**config.mk**
```make
export PLATFORM = sky130hd
export DESIGN_NAME = flash_erase_status
export DESIGN_NICKNAME = d
export VERILOG_FILES = /design/src/rtl/fes_pkg.sv /design/src/rtl/fes_timer.sv /design/src/rtl/fes_status.sv /design/src/rtl/flash_erase_status.sv
export SDC_FILE = /design/constraint.sdc
export NUM_CORES = 1
export LEC_CHECK = 0
export BUFFER_PORTS_ARGS = -buffer_cell sky130_fd_sc_hd__buf_2
export CORE_UTILIZATION = 55
export CTS_CLUSTER_SIZE = 25
export DETAILED_ROUTE_END_ITERATION = 16
export GPL_ROUTABILITY_DRIVEN = 0
export GPL_TIMING_DRIVEN = 0
export PLACE_DENSITY = 0.75
export REMOVE_ABC_BUFFERS = 1
export SYNTH_ARGS = -nofsm -noshare
export SYNTH_HDL_FRONTEND = slang
export SYNTH_HIERARCHICAL = 1
export SYNTH_SLANG_ARGS = --single-unit
export TNS_END_PERCENT = 100
```
**constraint.sdc**
```tcl
create_clock -name clk -period 2.6 [get_ports clk]
set_input_delay 0.13 -clock clk [delete_from_list [all_inputs] [get_ports clk]]
set_output_delay 0.13 -clock clk [all_outputs]
set_load 0.02 [all_outputs]
```
**src/rtl/fes_pkg.sv**
```systemverilog
package fes_pkg;
   typedef enum logic {
      ER_SECTOR = 1'b0,
      ER_CHIP   = 1'b1
   } erase_kind_e;

   localparam int unsigned STAT_W      = 8;
   localparam int unsigned POLL_BIT    = 6;
   localparam int unsigned DONE_BIT    = 7;
endpackage

```
**src/rtl/fes_timer.sv**
```systemverilog
module fes_timer
   import fes_pkg::*;
#(
   parameter int unsigned CHIP_CYC   = 10000,
   parameter int unsigned SECTOR_CYC = 1000,
   localparam int unsigned MAX_CYC   = (CHIP_CYC > SECTOR_CYC) ? CHIP_CYC : SECTOR_CYC,
   localparam int unsigned CNT_W     = $clog2(MAX_CYC + 1)
) (
   input  logic        clk,
   input  logic        rst_n,
   input  logic        start,
   input  erase_kind_e kind,
   input  logic        bypass,
   output logic        busy,
   output logic        expire,
   output logic        done,
   output logic        to_bypass
);
   localparam logic [CNT_W-1:0] CHIP_LD   = CNT_W'(CHIP_CYC - 1);
   localparam logic [CNT_W-1:0] SECTOR_LD = CNT_W'(SECTOR_CYC - 1);

   logic [CNT_W-1:0] cnt_q;
   logic [CNT_W-1:0] load_val;
   logic             accept;

   generate
      if (CHIP_CYC == SECTOR_CYC) begin : g_one_len
         assign load_val = CHIP_LD;
      end else begin : g_two_len
         assign load_val = (kind == ER_CHIP) ? CHIP_LD : SECTOR_LD;
      end
   endgenerate

   assign accept = start && !busy;
   assign expire = busy && (cnt_q == '0);

   always_ff @(posedge clk) begin
      if (!rst_n) begin
         cnt_q     <= '0;
         busy      <= 1'b0;
         done      <= 1'b0;
         to_bypass <= 1'b0;
      end else begin
         done      <= expire;
         to_bypass <= expire && bypass;
         if (accept) begin
            cnt_q <= load_val;
            busy  <= 1'b1;
         end else if (expire) begin
            busy  <= 1'b0;
         end else if (busy) begin
            cnt_q <= cnt_q - 1'b1;
         end
      end
   end
endmodule

```
**src/rtl/fes_status.sv**
```systemverilog
module fes_status
   import fes_pkg::*;
(
   input  logic              clk,
   input  logic              rst_n,
   input  logic              clr,
   input  logic              poll_tgl,
   input  logic              flip_done,
   input  logic              prog_set,
   input  logic              prog_d7,
   output logic [STAT_W-1:0] status
);
   always_ff @(posedge clk) begin
      if (!rst_n) begin
         status <= '0;
      end else if (clr) begin
         status <= '0;
      end else begin
         if (prog_set)  status[DONE_BIT] <= ~prog_d7;
         if (flip_done) status[DONE_BIT] <= ~status[DONE_BIT];
         if (poll_tgl)  status[POLL_BIT] <= ~status[POLL_BIT];
      end
   end
endmodule

```
**src/rtl/flash_erase_status.sv**
```systemverilog
module flash_erase_status
   import fes_pkg::*;
#(
   parameter int unsigned CHIP_MS    = 5000,
   parameter int unsigned SECTOR_MS  = 500,
   parameter int unsigned CYC_PER_MS = 125000
) (
   input  logic       clk,
   input  logic       rst_n,
   input  logic       start_i,
   input  logic       chip_i,
   input  logic       prog_i,
   input  logic       prog_d7_i,
   input  logic       stat_rd_i,
   input  logic       bypass_i,
   output logic [7:0] status_o,
   output logic       busy_o,
   output logic       done_o,
   output logic       to_bypass_o
);
   localparam int unsigned CHIP_CYC   = CHIP_MS * CYC_PER_MS;
   localparam int unsigned SECTOR_CYC = SECTOR_MS * CYC_PER_MS;

   generate
      if (CHIP_CYC < 1 || SECTOR_CYC < 1) begin : g_bad_len
         $error("erase lengths must be at least one cycle");
      end
      if (STAT_W != 8) begin : g_bad_width
         $error("status byte must be eight bits");
      end
   endgenerate

   logic        busy;
   logic        expire;
   erase_kind_e kind;

   assign kind = chip_i ? ER_CHIP : ER_SECTOR;

   fes_timer #(
      .CHIP_CYC   (CHIP_CYC),
      .SECTOR_CYC (SECTOR_CYC)
   ) u_timer (
      .clk       (clk),
      .rst_n     (rst_n),
      .start     (start_i),
      .kind      (kind),
      .bypass    (bypass_i),
      .busy      (busy),
      .expire    (expire),
      .done      (done_o),
      .to_bypass (to_bypass_o)
   );

   fes_status u_status (
      .clk       (clk),
      .rst_n     (rst_n),
      .clr       (start_i && !busy),
      .poll_tgl  (stat_rd_i && busy),
      .flip_done (expire),
      .prog_set  (prog_i && !busy),
      .prog_d7   (prog_d7_i),
      .status    (status_o)
   );

   assign busy_o = busy;
endmodule

```
==> results.toml <==
[setup_path]
arrival_ns = 2.66
end_kind = "flop"
critical_path.max_fanout = 15
crit_start = "u_timer/cnt_q[0]"
worstPathRequired_ns = 2.86
timing_worst_setup_path_type = "reg -> reg"
rr_startpoint = "u_timer/cnt_q[0]"
startpoint_type = "flop"

[place]
place_hpwl_um = 3000
port_buffers = 12
dpl_worst_slack_ns = 0.0000582

[power]
power.switching_mw = 0.393
power.density_mw_per_mm2 = 621
p_leak_nw = 0.721
comb_power_share_pct = 21.2
p_int_mw = 0.877
clockPowerShare_pct = 29.3
p_seq_share_pct = 49.4
switching_share_pct = 31.0
ir_drop_uv = 304

[cts]
cts_sinks = 35
cts_tree = "yes"
root_buffer = "clkbuf_4"
clk_latency_ns = 0.34
clk_pin_slew_ns = 0.11
cts_inserted_buffers = 5
h-tree-depth = 2
clockBufferDepth = 2
post_cts_buffers = 0

[layout]
final_common_cell = "dfxtp_1"
layout.nets = 233
n_fill_cell = 301
drive_gt1_share_pct = 16.5
synthToLayoutAreaGrowth_pct = 6.65
final_cell_mix = "dfxtp_1 (35), a21oi_1 (15), xnor2_1 (13)"
n_antenna_cell = 0
fin_util_pct = 61.3

[synthesis]
yosysTopAreaCell = "dfxtp_1"
synth_cell_type_count = 53
syn_area_mm2 = 0.00192
yosys_register_bits = 35
ys_seq_area_share_pct = 36.5
yosys_warnings = 6
async_flop_share_pct = 0
synthFlopType = "dfxtp_1"
synth-edff-count = 0
synth_top_area_share_pct = 36.5
syn_inst = 214
synthTopCellsByArea = "dfxtp_1 (37%), xnor2_1 (5.9%), a21oi_1 (3.9%)"
synth.avg_cell_area_um2 = 8.96

[grt]
grt_first_pass_wirelength_um = 7130
antenna_found_initial = 0
track_usage_pct = 26.4
grt_pass1_vias = 1549
grt_max_degree = 27
grt-ovfl-total = 0

[timing]
whs_ns = 0.0959
worst_pin_slew_ns = 0.928
period_minus_slack_ns = 2.40
setup_viol = 0
fmax_mhz = 417
drv_slew = 0
rsz0062_at_grt = "no"
fin_tns_setup_ns = 0
timing.final.ws_setup_ns = 0.202
max-slew-margin-rel_pct = 37.5
finalHoldViolations = 0
finClkSkew_ns = 0.0130
period_share_pct = 92.2

[floorplanning]
core_mm2 = 0.00334
floorplan.initialDensity_pct = 57.5
die_area_mm2 = 0.00373
ioPinCount = 19
dieHeight_um = 61.1
chipWidth_um = 61.1
row_count = 21

[routing]
routed_wl_um = 4310
viasPerCell = 6.20
dr.pass1.iters = 4
drcViolationCount = 0
wire_per_inst_um = 16.0
drtIter0Drc = 96
ant_nets = 0
routed-via-count = 1675

[hold_path]
worstHoldStart = "prog_d7_i"
min_path_type = "in -> reg"

[run_status]
status = "complete, no violations"

[run]
maxCapViolCount = 0
[per-stage QoR]
stage                     cells  instance area [µm²]  power (mW)
after floorplan             204                 1840       0.832
after global placement      262                 1960       0.890
after detailed placement    262                 1960       0.903
after CTS                   270                 2040        1.28
after global routing        270                 2050        1.34
final                       270                 2050        1.27
[area by class of cell]
class / count / area (µm²) / share of cell area, %
Clock buffer: 6 / 41.3 / 2.02
Timing Repair Buffer: 13 / 70.1 / 3.43
Multi-Input combinational cell: 164 / 1130 / 55.1
Sequential cell: 35 / 701 / 34.3
Tap cell: 46 / 57.6 / 2.81
Inverter: 5 / 18.8 / 0.917
Clock inverter: 1 / 30.0 / 1.47
[cell usage after synthesis, drive strengths merged, types with 3 or more instances]
library cell,instances
a211oi,6
o41ai,3
nand2,10
nand3,5
or3,6
dfxtp,35
nand2b,4
nor2b,4
nor4,10
buf,10
xnor2,13
nor3,7
or4,8
a311oi,4
or2,5
and4,3
o21ai,4
clkbuf,5
inv,5
nand3b,3
o31ai,4
a21oi,15
a31oi,12
nand4,4
nor2,9
[power groups by stage]
stage	logic [mW]	registers [mW]	clock network (mW)
floorplan	0.202	0.630	0
global placement	0.255	0.635	0
detailed placement	0.264	0.639	0
CTS	0.267	0.627	0.385
global route	0.300	0.634	0.407
finish	0.270	0.628	0.372
[sequential cells by signal (all words and copies together), names as in the netlist]
register	count
u_status/status	2
u_timer/busy	1
u_timer/done	1
u_timer/to_bypass	1
u_timer/cnt_q	30
[metal layers]
| metal | up-vias | track usage, % | share of wire [%] |
|---|---|---|---|
| li1 | 824 | - | - |
| met1 | 794 | 31.4 | 43 |
| met2 | 51 | 45.5 | 50 |
| met3 | 6 | 7.56 | 5.9 |
| met4 | 0 | 9.09 | 1.3 |
| met5 | - | 0 | 0 |
[final timing paths]
kind	endpoint	slack (ns)	depth (start not counted)
min	u_status/status[7]	0.1	3
max reg2reg	u_timer/cnt_q[11]	0.20	7
min reg2reg	u_status/status[7]	0.48	1
max	u_timer/cnt_q[11]	0.20	7
[worst max-delay path, cell delays in order (launching register included)]
cell	delay [ns]
dfxtp_1	0.45
inv_1	0.07
ha_1	0.22
nor3b_1	0.18
and4_2	0.35
a31o_2	0.34
or4_1	0.53
a31oi_1	0.16
[logic make-up after synthesis]
logic type / after synthesis / synth area share, %
multiplexers: 2 / 1.11
AO/OA/AOI/OAI: 56 / 20.4
AND/OR/NAND/NOR: 85 / 28.8
buffers and inverters: 20 / 5.87
adder cells (fa/ha/maj): 1 / 0.652
flip-flops: 35 / 36.5
XOR/XNOR: 14 / 6.39
other: 1 / 0.196
[what timing repair did]
item                                    4_1_cts  5_1_grt
gates resized for setup                       1        1
hold buffers                                  1        0
hold endpoints to repair                      1        0
endpoints found under the setup margin        2       11
Power figures use the tool's default switching activity.
